**config.mk**
```make
export PLATFORM = sky130hd
export DESIGN_NAME = cfgsync_rx
export DESIGN_NICKNAME = d
export VERILOG_FILES = /design/src/rtl/cfgsync_pkg.sv /design/src/rtl/cfgsync_edge.sv /design/src/rtl/cfgsync_asm.sv /design/src/rtl/cfgsync_chk.sv /design/src/rtl/cfgsync_rx.sv
export SDC_FILE = /design/constraint.sdc
export NUM_CORES = 1
export LEC_CHECK = 0
export ABC_AREA = 1
export BUFFER_PORTS_ARGS = -buffer_cell sky130_fd_sc_hd__buf_2
export CAP_MARGIN = 20
export CORE_UTILIZATION = 45
export DETAILED_ROUTE_END_ITERATION = 16
export PLACE_DENSITY = 0.65
export SLEW_MARGIN = 0
export SYNTH_ARGS = -nofsm -noshare
export SYNTH_HDL_FRONTEND = slang
export SYNTH_SLANG_ARGS = --single-unit
```
**constraint.sdc**
```tcl
create_clock -name clk -period 1.8 [get_ports clk]
set_input_delay 0.18 -clock clk [delete_from_list [all_inputs] [get_ports clk]]
set_output_delay 0.18 -clock clk [all_outputs]
set_load 0.005 [all_outputs]
```
**src/rtl/cfgsync_pkg.sv**
```systemverilog
package cfgsync_pkg;
  localparam int unsigned WORD_W = 32;
  typedef logic [WORD_W-1:0] word_t;
  // identifier compare leaves out the top nibble
  localparam word_t ID_MASK = {4'h0, {(WORD_W-4){1'b1}}};
endpackage

```
**src/rtl/cfgsync_edge.sv**
```systemverilog
module cfgsync_edge #(
  parameter int unsigned STAGES = 2
) (
  input  logic clk,
  input  logic rst,
  input  logic cclk_i,
  input  logic din_i,
  input  logic prog_n_i,
  output logic bit_vld,
  output logic bit_d,
  output logic clr
);
  logic [STAGES-1:0] c_s, d_s, p_s;
  logic              c_q;

  always_ff @(posedge clk) begin
    if (rst) begin
      c_s     <= '0;
      d_s     <= '0;
      p_s     <= '1;
      c_q     <= 1'b0;
      bit_vld <= 1'b0;
      bit_d   <= 1'b0;
    end else begin
      c_s     <= {c_s[STAGES-2:0], cclk_i};
      d_s     <= {d_s[STAGES-2:0], din_i};
      p_s     <= {p_s[STAGES-2:0], prog_n_i};
      c_q     <= c_s[STAGES-1];
      // one strobe per low-to-high transition, suppressed while programming
      bit_vld <= c_s[STAGES-1] & ~c_q & p_s[STAGES-1];
      bit_d   <= d_s[STAGES-1];
    end
  end

  assign clr = ~p_s[STAGES-1];

  // strobes come from transitions, so never on back-to-back cycles
  p_bit_single_r1: assert property (@(posedge clk) disable iff (rst)
    bit_vld |=> !bit_vld);
endmodule

```
**src/rtl/cfgsync_asm.sv**
```systemverilog
module cfgsync_asm
  import cfgsync_pkg::*;
#(
  parameter word_t SYNC_WORD = 32'hAA99_5566
) (
  input  logic  clk,
  input  logic  rst,
  input  logic  clr,
  input  logic  bit_vld,
  input  logic  bit_d,
  output logic  synced,
  output word_t word,
  output logic  word_vld
);
  localparam int unsigned CW = $clog2(WORD_W);

  word_t         sh;
  word_t         sh_nxt;
  logic [CW-1:0] cnt;

  assign sh_nxt = {sh[WORD_W-2:0], bit_d};

  always_ff @(posedge clk) begin
    if (rst || clr) begin
      sh       <= '0;
      synced   <= 1'b0;
      cnt      <= '0;
      word     <= '0;
      word_vld <= 1'b0;
    end else begin
      word_vld <= 1'b0;
      if (bit_vld) begin
        sh <= sh_nxt;
        if (!synced) begin
          if (sh_nxt == SYNC_WORD) begin
            synced <= 1'b1;
            cnt    <= '0;
          end
        end else begin
          if (cnt == CW'(WORD_W-1)) begin
            cnt      <= '0;
            word     <= sh_nxt;
            word_vld <= 1'b1;
          end else begin
            cnt <= cnt + 1'b1;
          end
        end
      end
    end
  end

  p_word_from_bit_r1: assert property (@(posedge clk) disable iff (rst)
    word_vld |-> $past(bit_vld));
  p_vld_pulse_r4: assert property (@(posedge clk) disable iff (rst)
    word_vld |=> !word_vld);
  p_synced_hold_r10: assert property (@(posedge clk) disable iff (rst)
    (synced && !clr) |=> synced);
endmodule

```
**src/rtl/cfgsync_chk.sv**
```systemverilog
module cfgsync_chk
  import cfgsync_pkg::*;
#(
  parameter word_t       ID_HDR     = 32'h3001_8001,
  parameter word_t       EXP_ID     = 32'h0400_E093,
  parameter int unsigned DONE_WORDS = 8
) (
  input  logic  clk,
  input  logic  rst,
  input  logic  clr,
  input  logic  synced,
  input  word_t word,
  input  logic  word_vld,
  output logic  err,
  output logic  done
);
  localparam int unsigned NW = $clog2(DONE_WORDS + 1);

  logic          hdr_seen;
  logic [NW-1:0] wcnt;
  logic          id_bad;
  logic          err_set;

  assign id_bad  = ((word ^ EXP_ID) & ID_MASK) != '0;
  assign err_set = word_vld & hdr_seen & id_bad;

  always_ff @(posedge clk) begin
    if (rst || clr) begin
      hdr_seen <= 1'b0;
      wcnt     <= '0;
      err      <= 1'b0;
      done     <= 1'b0;
    end else if (word_vld) begin
      hdr_seen <= (word == ID_HDR);
      if (wcnt != NW'(DONE_WORDS)) wcnt <= wcnt + 1'b1;
      err <= err | err_set;
      if (err || err_set)                    done <= 1'b0;
      else if (wcnt == NW'(DONE_WORDS - 1)) done <= 1'b1;
    end
  end

  p_no_err_unsynced_r3: assert property (@(posedge clk) disable iff (rst)
    !synced |-> !err);
  p_done_excl_err_r8: assert property (@(posedge clk) disable iff (rst)
    !(done && err));
  p_err_sticky_r5: assert property (@(posedge clk) disable iff (rst)
    (err && !clr) |=> err);
  p_done_sticky_r7: assert property (@(posedge clk) disable iff (rst)
    (done && !clr && !err_set) |=> done);
endmodule

```
**src/rtl/cfgsync_rx.sv**
```systemverilog
module cfgsync_rx
  import cfgsync_pkg::*;
#(
  parameter logic [31:0] SYNC_WORD   = 32'hAA99_5566,
  parameter logic [31:0] ID_HDR      = 32'h3001_8001,
  parameter logic [31:0] EXP_ID      = 32'h0400_E093,
  parameter int unsigned DONE_WORDS  = 8,
  parameter int unsigned SYNC_STAGES = 2
) (
  input  logic        clk,
  input  logic        rst,
  input  logic        cclk_i,
  input  logic        din_i,
  input  logic        prog_n_i,
  output logic [31:0] word_o,
  output logic        word_vld_o,
  output logic        synced_o,
  output logic        init_n_o,
  output logic        done_o
);
  logic  bit_vld, bit_d, clr, synced, word_vld, err, done;
  word_t word;

  cfgsync_edge #(.STAGES(SYNC_STAGES)) u_edge (
    .clk(clk), .rst(rst), .cclk_i(cclk_i), .din_i(din_i), .prog_n_i(prog_n_i),
    .bit_vld(bit_vld), .bit_d(bit_d), .clr(clr)
  );

  cfgsync_asm #(.SYNC_WORD(SYNC_WORD)) u_asm (
    .clk(clk), .rst(rst), .clr(clr), .bit_vld(bit_vld), .bit_d(bit_d),
    .synced(synced), .word(word), .word_vld(word_vld)
  );

  cfgsync_chk #(.ID_HDR(ID_HDR), .EXP_ID(EXP_ID), .DONE_WORDS(DONE_WORDS)) u_chk (
    .clk(clk), .rst(rst), .clr(clr), .synced(synced), .word(word),
    .word_vld(word_vld), .err(err), .done(done)
  );

  assign word_o     = word;
  assign word_vld_o = word_vld;
  assign synced_o   = synced;
  assign done_o     = done;
  assign init_n_o   = ~(err | clr);

  // programming holds the error indication low
  p_init_low_prog_r9: assert property (@(posedge clk) disable iff (rst)
    clr |-> !init_n_o);
endmodule

```
# After elaboration in Yosys (flattened, before gate mapping)
# Cells that the tools add are included.
[op_classes]
mux = 8
n_reduce_logical = 10
add_sub_neg = 2
n_eq_ne = 5
bitwise_logic = 12
[ops]
columns = ["cell", "n"]
rows = [
  ["$eq A32 B30 Y1 const B", 1],
  ["$eq A32 B32 Y1 const B", 1],
  ["$reduce_bool A32 Y1", 1],
  ["$mux W5", 3],
  ["$not A8 Y8", 1],
  ["$reduce_and A2 Y1", 3],
  ["$add A5 B1 Y5 const B", 1],
  ["$eq A5 B5 Y1 const B", 1],
  ["$mux W1", 5],
  ["$not A1 Y1", 5],
  ["$add A4 B1 Y4 const B", 1],
  ["$and A1 B1 Y1", 4],
  ["$eq A4 B3 Y1 const B", 1],
  ["$ne A4 B4 Y1 const B", 1],
  ["$reduce_bool A2 Y1", 2],
  ["$reduce_and A3 Y1", 1],
  ["$reduce_or A3 Y1", 1],
  ["$logic_or A1 B1 Y1", 2],
  ["$or A1 B1 Y1", 2],
]
[word_totals]
wordCells = 52
ff_bits = 86

# Logic depth before layout (Yosys ltp)
# Gate-level depths: netlist of run 1.
[depth]
word_depth = 6
depth_mapped = 9

# Cells and area by module
# Synthesis of run 1 repeated with hierarchy kept, for this count alone.
[unflattened]
cells_unflattened = 462
hier_area_um2 = 3450.8
[modules_own_cells]
columns = ["mod", "area_per_inst_um2", "cells_per_inst", "n_inst"]
rows = [
  ["cfgsync_asm", 2648.8, 332, 1],
  ["cfgsync_chk", 541.8, 101, 1],
  ["cfgsync_edge", 256.5, 28, 1],
  ["cfgsync_rx", 3.8, 1, 1],
]

# Least setup slack after synthesis of run 1
# OpenSTA, ideal clock, no wires.
[synth_path]
kind = "register to register"
startpoint = "register u_asm.cnt[0]"
endpoint = "register u_asm.word[17]"
path_stages_with_launch = 10
setup_time_ps = 119
arrival_time_ps = 1371
period_less_slack_ps = 1490
path_slack_ps = 310
path_cell_list = "dfxtp_1 > ha_1 > nand2_1 > nor2_1 > ha_1 > buf_2 > nand2_2 > buf_2 > o21ai_0 > a21oi_1"
[synth_between]
elab_chain_cells = 2
[synth_rtl]
columns = ["element", "line_no", "rtl"]
rows = [
  ["start: declaration", "cfgsync_asm.sv:19", "logic [CW-1:0] cnt;"],
  ["start signal: assignment", "cfgsync_asm.sv:45", "cnt <= cnt + 1'b1;"],
  ["$eq A5 B5 Y1", "cfgsync_asm.sv:40", "if (cnt == CW'(WORD_W-1)) begin"],
  ["$reduce_and A3 Y1 (no line)", "--", ""],
  ["end signal: assignment", "cfgsync_asm.sv:42", "word <= sh_nxt;"],
  ["end: declaration", "cfgsync_asm.sv:12", "output word_t word,"],
]
# Every way passes these cells.
# A chain may end at the register's enable or synchronous reset.

# Final worst setup path of run 1
[layout_path]
startpoint = "register u_asm.cnt[0]"
endpoint = "register u_asm.cnt[0]"
[layout_between]
elab_chain_cells = 3
[layout_rtl]
columns = ["element", "line_no", "rtl"]
rows = [
  ["$add A5 B1 Y5 or $eq A5 B5 Y1 (tied branches)", "cfgsync_asm.sv:45, cfgsync_asm.sv:40", ""],
  ["$mux W5 *", "cfgsync_asm.sv:40", ""],
  ["$mux W5 *", "cfgsync_asm.sv:34", "if (!synced) begin"],
]
# Mark *: on every way between the ends. The rest lies on a longest branch, timed or not.

==> results of run 1 <==
[power by group through the flow]
| stage | combinational [mW] | clock [mW] | sequential [mW] |
|---|---|---|---|
| final | 0.113 | 1.35 | 1.94 |
| after global routing | 0.130 | 1.46 | 1.94 |
| after CTS | 0.113 | 1.38 | 1.94 |
| after detailed placement | 0.111 | 0 | 1.98 |
| after global placement | 0.109 | 0 | 1.98 |
| after floorplan | 0.0914 | 0 | 1.98 |
[state kept, by name (all words and copies together), names as in the netlist]
name            cells
u_asm.word_vld      1
u_chk.err           1
u_edge.p_s          2
u_edge.bit_d        1
u_edge.d_s          2
u_edge.bit_vld      1
u_asm.sh           31
u_edge.c_q          1
u_asm.cnt           5
u_chk.done          1
u_chk.wcnt          4
u_chk.hdr_seen      1
u_asm.word         32
u_asm.synced        1
u_edge.c_s          2
[synthesized netlist by cell type (all sizes together)]
cell    number  share of area, %
buf         16               3.0
o21ai       56               8.3
or2          3              0.63
ha           4               1.5
a21oi       75                11
nor3         3              0.45
inv         59               6.7
dfxtp       86                51
nand3b       2              0.45
nand3       17               2.9
nor2        36               4.5
nand2       58               6.8
nand4       10               1.9
clkbuf       6              0.67
[layout make-up]
class | count | area [µm²] | area share (%)
clock buffers | 10 | 128 | 3.33
clock inverters | 6 | 70.1 | 1.83
inverters | 59 | 224 | 5.84
multi-input cells | 264 | 1300 | 33.9
flip-flops and latches | 86 | 1720 | 44.9
well taps | 99 | 124 | 3.23
repair buffers | 47 | 268 | 6.98
[cell families (layout without fill, tap and decap cells)]
group                      count (synthesis)  in the layout  share of synthesized area [%]
and+or+nand+nor                          129            129                           17.5
AOI/OAI and AO/OA                        131            131                           19.6
buffers and inverters                     81            122                           10.3
DFF                                       86             86                           51.1
adders and majority gates                  4              4                           1.49
[metrics by stage]
stage | setup WS [ns] | hold slack [ns] | utilization [%]
floorplan | 0.310 | 0.284 | -
CTS | 0.233 | 0.0173 | 52.9
finish | 0.209 | 0.0280 | 52.9
global route | 0.0701 | 0.0217 | 52.9
detailed placement | 0.240 | 0.364 | 50.0
global placement | 0.267 | 0.363 | 50.0
[worst min path at each step]
stage              from       endpoint  slack, ns  cells past startpoint
4_1_cts          cclk_i  u_edge.c_s[0]       0.02                      3
5_1_grt          cclk_i  u_edge.c_s[0]       0.02                      3
6_report         cclk_i  u_edge.c_s[0]       0.03                      3
3_3_place_gp   prog_n_i  u_edge.p_s[0]       0.36                      2
3_5_place_dp   prog_n_i  u_edge.p_s[0]       0.36                      2
2_1_floorplan  prog_n_i  u_edge.p_s[0]       0.28                      1
[critical path, delay by kind of cell, from the launching register on]
kind	cells	cell delay [ns]
fa+ha+maj	2	0.41
flops	1	0.35
simple gates	3	0.35
compound gates	2	0.25
buf+inv	1	0.17
[layout by cell type (no fill, tap or decap), types with 2 or more instances in the layout]
master / count
nand3_1: 16
o21ai_1: 8
o21ai_0: 48
ha_1: 4
nor2_1: 34
inv_2: 2
inv_1: 56
inv_6: 2
nor3_1: 3
buf_2: 40
a21oi_1: 74
or2_2: 2
nor2_4: 2
nand4_1: 10
clkinvlp_4: 3
dfxtp_1: 86
buf_4: 5
nand2_1: 56
clkbuf_8: 9
nand3b_1: 2
[metal layers]
metal	global-route usage (%)	vias to the layer above
met5	0	-
met4	6.60	0
met3	4.20	10
met2	29.2	56
met1	25.6	1268
li1	-	1479
==> metrics.md, run 1 <==
| Metric | Value |
|---|---|
| Number of setup violations in the final report | 0 |
| Wire length after detailed routing | 6850 µm |
| Global router's overall resource usage | 18.8% |
| Area of all placed cells without fillers | 3830 µm² |
| Placed cells | 554 |
| Placeable Area | 7250 µm² |
| Port Buffers | 40 |
| Antenna violations before repair | 0 |
| Final cell count without fillers | 571 |
| DR WL met3 | 253 µm |
| Number of max-cap violations | 0 |
| Hold violation total from the final report | 0 |
| Unrepaired setup endpoints after global routing | false |
| Critical path launch point type | flip-flop |
| Final Max Slew Viols | 0 |
| R2R Path Start | u_asm.cnt[0] |
| Ys Warns | 0 |
| Number of search-and-repair iterations in the first detailed-routing pass | 4 |
| Transition at the pin with the smallest max-transition slack | 0.402 ns |
| Clock Path Buffers | 2 |
| NetSw | 0.792 mW |
| Iteration-0 DRC Markers | 169 |
| Met2 wire length | 2970 µm |
| Setup TNS | 0 ns |
| Worst-case headroom to the max-slew limit | 73.2% |
| Growth of design area from synthesis to finish | 13.9% |
| Part of the cycle the worst path needs | 88.4% |
| Initial standard-cell utilization of the core | 46.4% |
| PostCTS Resize Cnt | 0 |
| DP HPWL | 4780 µm |
| Fraction of the yosys area taken by sequential cells | 51.1% |
| Cell-by-cell trace of the critical path | ha_1 -> nand2_1 -> nor2_1 -> ha_1 -> buf_4 -> nor2_1 -> o21ai_0 -> a21oi_1 |
| Remaining antenna violation count | 0 |
| Highest cell delay on the worst timing path | 0.35 ns |
| Flip-flop and latch count after synthesis | 86 |
| Clk Latency, worst-skew pair | 0.35 ns |
| Number of global-route vias before repair | 2432 |
| DIE WIDTH | 88.5 µm |
| Average routed wire per standard cell | 12.0 µm |
| Global-route congestion overflow total | 0 |
| RR Endpoint | u_asm.cnt[0] |
| Number of buffers inserted to repair setup after CTS | 0 |
| Worst clock skew | 0.0115 ns |
| Critical path destination | u_asm.cnt[0] |
| Time the final worst path needs with I/O delays and setup | 1.59 ns |
| Pin count of the biggest net entering global routing | 60 |
| Weighted congestion at the end of routability-driven global placement | 0.769 |
| Signal arrival time at the worst endpoint | 1.87 ns |
| Chip height | 88.5 µm |
| Die Area | 7830 µm² |
| Switching share of total power | 23.3% |
| Cell-internal power | 2.61 mW |
| Total Power | 3.40 mW |
| Residual DRC count | 0 |
| Worst hold path class | input port to flip-flop |
| Syn Inst Count | 431 |
| Critical Path Fanout Max | 7 |
| Type of the worst setup path | flip-flop to flip-flop |
| Via-to-Cell Ratio | 4.93 |
| Placed cell area | 3630 µm² |
| Fillers | 719 |
| CTS Root Buffer Type | clkbuf_8 |
| Status | completed |
| Share of power burned in combinational logic | 3.3% |
| Power density over cell area | 888 nW/µm² |
| Library cell contributing the largest single delay on the critical path | dfxtp_1 |
| Endpoint class of the critical path | flip-flop |
| Peak VDD IR | 0.426 mV |
| Highest attainable clock frequency | 629 MHz |
| Wire length of the first global-routing pass | 11200 µm |
| Worst setup path startpoint | u_asm.cnt[0] |
| Clock-pin slew on the worst setup and hold paths | 0.08 ns |
| Number of H-tree levels | 3 |
| Total nets after synthesis | 440 |
| Cell leakage power | 1.49 nW |
| Netlist cell types | 25 |
| Required time reported for the critical path endpoint | 2.08 ns |
| Mean instance size in the synthesized netlist | 7.81 µm² |
| Number of rows in the core area | 31 |
| Count of pins on the block boundary | 41 |
| Length of routed wiring on met1 | 3560 µm |
| Clock buffer count from CTS | 9 |
| Fraction of power consumed by sequential logic | 56.9% |
| Cell Area, Synth | 3370 µm² |
| Number of hold buffers added after CTS | 1 |
| Layout cell share with drive strength beyond 1 | 15.5% |
| Total inserted antenna cells | 0 |
| Clock power share | 39.8% |
| Worst Reg2Reg Path Length in Cells | 8 |
| Overall via count from detail_route | 2813 |
| Clock tree from TritonCTS | yes |
| Post-layout net count | 476 |
| Setup slack, reg-to-reg | 0.21 ns |
| TritonCTS Sinks | 86 |
| Highest routed layer | met4 |
Note: power is estimated with default switching activity, not from simulation.
==> inputs of run 2 (changes only) <==
--- a/config.mk
+++ b/config.mk
@@ -5,12 +5,13 @@
 export SDC_FILE = /design/constraint.sdc
 export NUM_CORES = 1
 export LEC_CHECK = 0
-export ABC_AREA = 1
+export ABC_AREA = 0
 export BUFFER_PORTS_ARGS = -buffer_cell sky130_fd_sc_hd__buf_2
 export CAP_MARGIN = 20
 export CORE_UTILIZATION = 45
 export DETAILED_ROUTE_END_ITERATION = 16
-export PLACE_DENSITY = 0.65
+export GPL_ROUTABILITY_DRIVEN = 0
+export PLACE_DENSITY = 0.66
 export SLEW_MARGIN = 0
 export SYNTH_ARGS = -nofsm -noshare
 export SYNTH_HDL_FRONTEND = slang
==> metrics.md, run 2 <==
| Metric | Value |
|---|---|
| Overall via count from detail_route | 2519 (-10%) |
| Placed cells | 479 (-14%) |
| Unrepaired setup endpoints after global routing | false |
| Count of pins on the block boundary | 41 (unchanged) |
| Highest attainable clock frequency | 595 MHz (-5.4%) |
| Clock tree from TritonCTS | yes |
| Chip height | 86.8 µm (-1.9%) |
| Endpoint class of the critical path | flip-flop |
| Antenna violations before repair | 0 (unchanged) |
| Part of the cycle the worst path needs | 93.4% (+5.0 points) |
| Growth of design area from synthesis to finish | 18.1% |
| Residual DRC count | 0 (unchanged) |
| Worst clock skew | 0.00852 ns (-0.00299 ns) |
| Flip-flop and latch count after synthesis | 86 (unchanged) |
| Number of setup violations in the final report | 0 (unchanged) |
| RR Endpoint | u_chk.done |
| Fraction of synthesized area in multiplexers | 9.58% (+9.6 points) |
| Ys flop type | dfxtp_1 |
| Wire length of the first global-routing pass | 10900 µm (-2.8%) |
| Share of synthesized flip-flops with an asynchronous set or reset | 0% (unchanged) |
| Top library cells by usage in the layout, fill and taps aside | dfxtp_1, nand2_1, buf_2, nor2_1, a21oi_1 |
| Post-layout net count | 404 (-15%) |
| Clock Path Buffers | 2 (unchanged) |
| Final cell count without fillers | 496 (-13%) |
| Via-to-Cell Ratio | 5.08 (+3.1%) |
| Global-route congestion overflow total | 0 (unchanged) |
| DP HPWL | 4610 µm (-3.5%) |
| Critical path destination | u_chk.done |
| Worst Reg2Reg Path Length in Cells | 4 (-4) |
| Clock buffer count from CTS | 9 (unchanged) |
| Number of rows in the core area | 30 (-3.2%) |
| Number of search-and-repair iterations in the first detailed-routing pass | 4 (unchanged) |
| Die Area | 7540 µm² (-3.7%) |
| Area contributors post-synth | dfxtp_1, mux2i_1, nand2_1 |
| Peak VDD IR | 0.576 mV (+35%) |
| Time the final worst path needs with I/O delays and setup | 1.68 ns (+0.0904 ns) |
| Most instantiated cells after synthesis | dfxtp_1, nand2_1, nor2_1, a21oi_1, mux2i_1 |
| Status | completed |
| Transition at the pin with the smallest max-transition slack | 0.500 ns (+0.0978 ns) |
| CTS Root Buffer Type | clkbuf_8 |
| Initial standard-cell utilization of the core | 47.1% (+0.72 points) |
| Combinational family with the most area after synthesis | simple AND/OR/NAND/NOR gates |
| Total inserted antenna cells | 0 (unchanged) |
| Port Buffers | 40 (unchanged) |
| Proportion of netlist area held by the largest area contributor | 53.2% (+2.0 points) |
| Synth Area in Simple Gates | 22.8% (+5.3 points) |
| Pin count of the biggest net entering global routing | 50 (-17%) |
| Area fraction in compound gates after synthesis | 8.11% (-11 points) |
| Xor and xnor area share after synthesis | 1.35% (+1.4 points) |
| Placed cell area | 3570 µm² (-1.4%) |
| Wire length after detailed routing | 6650 µm (-2.8%) |
| Average routed wire per standard cell | 13.4 µm (+12%) |
| Cell Area, Synth | 3240 µm² (-3.8%) |
| Fraction of power consumed by sequential logic | 56.0% (-0.9 points) |
| Number of global-route vias before repair | 2297 (-5.6%) |
| Critical Path Fanout Max | 3 (-4) |
| Global router's overall resource usage | 18.8% (+0.083 points) |
| Worst setup path startpoint | u_asm.word[5] |
| Required time reported for the critical path endpoint | 2.03 ns (-0.05 ns) |
| Remaining antenna violation count | 0 (unchanged) |
| Min-Delay Path Depth | 2 (-1) |
| Adder-cell share of the synthesized area | 1.55% (+0.059 points) |
| Clk Latency, worst-skew pair | 0.35 ns (about the same) |
| Layout cell share with drive strength beyond 1 | 17.8% (+2.3 points) |
| Placeable Area | 6870 µm² (-5.3%) |
| Share of power burned in combinational logic | 2.1% (-1.2 points) |
| EDFF count, synth | 0 (unchanged) |
| NetSw | 0.707 mW (-11%) |
| Power density over cell area | 894 nW/µm² (+0.68%) |
| Area of all placed cells without fillers | 3820 µm² (-0.23%) |
| TritonCTS Sinks | 86 (unchanged) |
| Type of the worst setup path | flip-flop to flip-flop |
| Ys Warns | 0 (unchanged) |
| Mean instance size in the synthesized netlist | 9.12 µm² (+17%) |
| Leading cell type in the layout, fill and taps excluded | dfxtp_1 |
| Fraction of the yosys area taken by sequential cells | 53.2% (+2.0 points) |
| Cell leakage power | 1.41 nW (-5.2%) |
| Netlist cell types | 34 (+36%) |
| Number of H-tree levels | 3 (unchanged) |
| Worst hold path class | input port to flip-flop |
| Final Max Slew Viols | 0 (unchanged) |
| Signal arrival time at the worst endpoint | 1.91 ns (+0.04 ns) |
| R2R Path Start | u_asm.word[5] |
| Iteration-0 DRC Markers | 120 (-29%) |
| Largest registers ranked by flip-flop count | u_asm.word: 32 flops, u_asm.sh: 31 flops, u_asm.cnt: 5 flops |
| Setup slack, reg-to-reg | 0.12 ns (-0.09 ns) |
| Number of flip-flops in the largest register | 32 (unchanged) |
| Syn Inst Count | 355 (-18%) |
| Critical path launch point type | flip-flop |
| Hold violation total from the final report | 0 (unchanged) |
| Largest area contributor in the netlist | dfxtp_1 |
| Number of max-cap violations | 0 (unchanged) |
| Clock-pin slew on the worst setup and hold paths | 0.08 ns (about the same) |
| Clock power share | 42.0% (+2.2 points) |
| Worst-case headroom to the max-slew limit | 66.7% (-6.5 points) |
| Total nets after synthesis | 364 (-17%) |
| Cell-internal power | 2.71 mW (+3.8%) |
| DIE WIDTH | 86.8 µm (-1.9%) |
| Register bank with the most flops | u_asm.word |
| Switching share of total power | 20.7% (-2.6 points) |
| Top-count cell post-synth | dfxtp_1 |
| Number of buffers inserted to repair setup after CTS | 0 (unchanged) |
-- run 2: changes by cell type after synthesis, sizes merged, moves of 11 or more --
cell   delta
a21oi    -40
inv      -52
mux2i    +31
nand2    +15
nand3    -11
o21ai    -56
-- run 2: repair_timing --
action | CTS | global route
gates resized for setup | 2 | 2
hold buffers | 1 | 0
endpoints found under the setup margin | 1 | 1
pin swaps | 0 | 2
endpoints found under the hold margin | 1 | 0
-- run 2: through the flow --
stage	hold slack, ns	TNS, ns	power (mW)	utilization (%)	setup slack [ns]
floorplan	0.252	0	2.01	-	0.221
global placement	0.364	0	2.03	52.0	0.104
detailed placement	0.367	-0.0835	2.03	52.0	-0.0835
CTS	0.0216	0	3.46	55.5	0.00479
global route	0.0251	0	3.55	55.7	0.0301
finish	0.0331	0	3.42	55.7	0.119
-- run 2: critical path, stage by stage, from the launching register on --
cell and delay, ns:
dfxtp_1 0.35, nor4_4 0.32, nand4_1 0.19, o311a_1 0.37
a2111oi_2 0.33
-- run 2: worst min-delay path by stage --
stage | from | endpoint | slack [ns]
global route | din_i | u_edge.d_s[0] | 0.03
detailed placement | prog_n_i | u_edge.p_s[0] | 0.37
global placement | prog_n_i | u_edge.p_s[0] | 0.36
CTS | din_i | u_edge.d_s[0] | 0.02
floorplan | rst | u_edge.bit_d | 0.25
finish | din_i | u_edge.d_s[0] | 0.03
-- run 2: cell families after synthesis --
logic type,Yosys count
xor gates and xnor gates,5
and+or+nand+nor,157
buffers and inverters,27
AOI/OAI and AO/OA,45
muxes,31
DFF,86
adders and majority gates,4
-- run 2: area by class of cell --
class	count	area, µm²
fillers	642	3040
flip-flops and latches	86	1720
clock inverters	6	86.3
clock buffers	10	128
inverters	7	26.3
repair buffers	49	308
multi-input cells	242	1430
well taps	96	120
-- run 2: power by group through the flow --
stage | Combinational (mW) | Clock, mW | Sequential (mW)
floorplan | 0.0519 | 0 | 1.96
global placement | 0.0698 | 0 | 1.96
detailed placement | 0.0696 | 0 | 1.96
CTS | 0.0715 | 1.48 | 1.91
global route | 0.0757 | 1.56 | 1.92
finish | 0.0702 | 1.43 | 1.91
-- run 2: per-layer routing --
layer,part of all wire [%],global-route usage (%),up-vias
li1,-,-,1284
met1,49,24.6,1189
met2,47,30.2,38
met3,2.6,5.62,8
met4,1.5,5.30,0
met5,0,0,-
==> inputs of run 3 (changes only) <==
--- a/config.mk
+++ b/config.mk
@@ -11,6 +11,7 @@
 export CORE_UTILIZATION = 45
 export DETAILED_ROUTE_END_ITERATION = 16
 export GPL_ROUTABILITY_DRIVEN = 0
+export MAX_ROUTING_LAYER = met4
 export PLACE_DENSITY = 0.66
 export SLEW_MARGIN = 0
 export SYNTH_ARGS = -nofsm -noshare
==> metrics.md, run 3 (synthesized netlist as in run 2, its figures left out) <==
| Metric | Value |
|---|---|
| Status | completed |
| Time the final worst path needs with I/O delays and setup | 1.68 ns (-0.000613 ns) |
| Number of max-cap violations | 0 (unchanged) |
| Leading cell type in the layout, fill and taps excluded | dfxtp_1 |
| Clock-pin slew on the worst setup and hold paths | 0.08 ns (about the same) |
| Port Buffers | 40 (unchanged) |
| Wire length after detailed routing | 6670 µm (+0.29%) |
| Hold violation total from the final report | 0 (unchanged) |
| Unrepaired setup endpoints after global routing | false |
| Total Power | 3.42 mW (about the same) |
| Cell leakage power | 1.41 nW (unchanged) |
| Setup slack, reg-to-reg | 0.12 ns (about the same) |
| DIE WIDTH | 86.8 µm (unchanged) |
| Chip height | 86.8 µm (unchanged) |
| Setup TNS | 0 ns (unchanged) |
| Library cell contributing the largest single delay on the critical path | o311a_1 |
| Pin count of the biggest net entering global routing | 50 (unchanged) |
| Clock power share | 42.0% (about the same) |
| Top library cells by usage in the layout, fill and taps aside | dfxtp_1, nand2_1, buf_2, nor2_1, a21oi_1 |
| Type of the worst setup path | flip-flop to flip-flop |
| Count of pins on the block boundary | 41 (unchanged) |
| Required time reported for the critical path endpoint | 2.03 ns (about the same) |
| Highest cell delay on the worst timing path | 0.37 ns (about the same) |
| Iteration-0 DRC Markers | 116 (-3.3%) |
| Critical Path Fanout Max | 3 (unchanged) |
| Critical path launch point type | flip-flop |
| Number of flip-flops in the largest register | 32 (unchanged) |
| Clock tree from TritonCTS | yes |
| Number of setup violations in the final report | 0 (unchanged) |
| Part of the cycle the worst path needs | 93.4% (about the same) |
| Number of search-and-repair iterations in the first detailed-routing pass | 5 (+1) |
| Average routed wire per standard cell | 13.4 µm (+0.29%) |
| Remaining antenna violation count | 0 (unchanged) |
| Placed cells | 479 (unchanged) |
| Growth of design area from synthesis to finish | 18.1% (unchanged) |
| Post-layout net count | 404 (unchanged) |
| Peak VDD IR | 0.576 mV (+0.13%) |
| Transition at the pin with the smallest max-transition slack | 0.487 ns (-0.0129 ns) |
| Signal arrival time at the worst endpoint | 1.91 ns (about the same) |
| NetSw | 0.709 mW (+0.30%) |
| Overall via count from detail_route | 2515 (-0.16%) |
| Switching share of total power | 20.7% (+0.047 points) |
| Worst clock skew | 0.00748 ns (-0.00104 ns) |
| Clock buffer count from CTS | 9 (unchanged) |
| Via-to-Cell Ratio | 5.07 (-0.16%) |
| Global router's overall resource usage | 19.4% (+0.58 points) |
| Wire length of the first global-routing pass | 10900 µm (+0.32%) |
| Initial standard-cell utilization of the core | 47.1% (unchanged) |
| Register bank with the most flops | u_asm.word |
| Antenna violations before repair | 0 (unchanged) |
| Share of power burned in combinational logic | 2.0% (about the same) |
| Fillers | 642 (unchanged) |
| Fraction of power consumed by sequential logic | 56.0% (about the same) |
| Total inserted antenna cells | 0 (unchanged) |
| Worst slack after detailed placement | -0.0835 ns (unchanged) |
| Highest attainable clock frequency | 595 MHz (about the same) |
| Global-route congestion overflow total | 0 (unchanged) |
| Final cell count without fillers | 496 (unchanged) |
| Largest registers ranked by flip-flop count | u_asm.word: 32 flops, u_asm.sh: 31 flops, u_asm.cnt: 5 flops |
| TritonCTS Sinks | 86 (unchanged) |
| CTS Root Buffer Type | clkbuf_8 |
| Cell-internal power | 2.71 mW (about the same) |
| Residual DRC count | 0 (unchanged) |
| Number of rows in the core area | 30 (unchanged) |
| DP HPWL | 4610 µm (unchanged) |
| Die Area | 7540 µm² (unchanged) |
| Clk Latency, worst-skew pair | 0.35 ns (about the same) |
| Clock Path Buffers | 2 (unchanged) |
| Final Max Slew Viols | 0 (unchanged) |
| Endpoint class of the critical path | flip-flop |
| Worst hold path class | input port to flip-flop |
| Placeable Area | 6870 µm² (unchanged) |
| Number of global-route vias before repair | 2290 (-0.30%) |
| Power density over cell area | 894 nW/µm² (about the same) |
| Layout cell share with drive strength beyond 1 | 17.8% (unchanged) |
| Worst-case headroom to the max-slew limit | 67.5% (+0.86 points) |
| Number of H-tree levels | 3 (unchanged) |
| Post-route setup slack | 0.120 ns (+0.000613 ns) |
| Worst slack on hold paths | 0.0367 ns (+0.00355 ns) |
| Cell-by-cell trace of the critical path | nor4_4 -> nand4_1 -> o311a_1 -> a2111oi_2 |
## run 3: cell counts in the layout (fill, tap and decap cells not counted)
Identical to the previous run, type by type.
## run 3: repair_timing
action	4_1_cts	5_1_grt
cloned	0	0
hold buffers	1	0
endpoints found under the setup margin	1	1
resized for setup	2	2
setup buffers	0	0
pin swaps	0	2
hold endpoints to repair	1	0
## run 3: cell type report
cell class / instances / area, µm² / share of cell area (%)
clock buffers: 10 / 128 / 3.34
clock inverters: 6 / 86.3 / 2.26
inverters: 7 / 26.3 / 0.687
multi-input cells: 242 / 1430 / 37.5
flip-flops and latches: 86 / 1720 / 45.0
well taps: 96 / 120 / 3.14
repair buffers: 49 / 308 / 8.05
## run 3: final timing paths
path                                     from        endpoint  cells after the start
worst max register to register  u_asm.word[5]      u_chk.done                      4
worst min register to register     u_edge.c_q  u_edge.bit_vld                      1
worst min-delay path                    din_i   u_edge.d_s[0]                      2
worst max-delay path            u_asm.word[5]      u_chk.done                      4
## run 3: worst max-delay path: cells and delay by family, from the launching register on
family	cells	cell delay, ns
DFF	1	0.35
AOI/OAI and AO/OA	2	0.70
and+or+nand+nor	2	0.51
## run 3: power by group through the flow
stage | sequential, mW | clock [mW] | combinational (mW)
CTS | 1.91 | 1.48 | 0.0715
detailed placement | 1.96 | 0 | 0.0696
finish | 1.91 | 1.44 | 0.0695
floorplan | 1.96 | 0 | 0.0519
global route | 1.92 | 1.56 | 0.0757
global placement | 1.96 | 0 | 0.0698
## run 3: per-stage QoR
stage          util (%)  instance area [µm²]
5_1_grt            55.7                 3820
4_1_cts            55.5                 3810
2_1_floorplan         -                 3240
3_3_place_gp       52.0                 3570
3_5_place_dp       52.0                 3570
6_report           55.7                 3820
## run 3: routing by layer
metal / track usage (%) / share of wire [%] / up-vias
met5: - / 0 / -
met4: 5.30 / 0.88 / 0
met3: 5.52 / 3.5 / 7
met2: 30.3 / 47 / 41
met1: 24.7 / 49 / 1185
li1: - / - / 1282
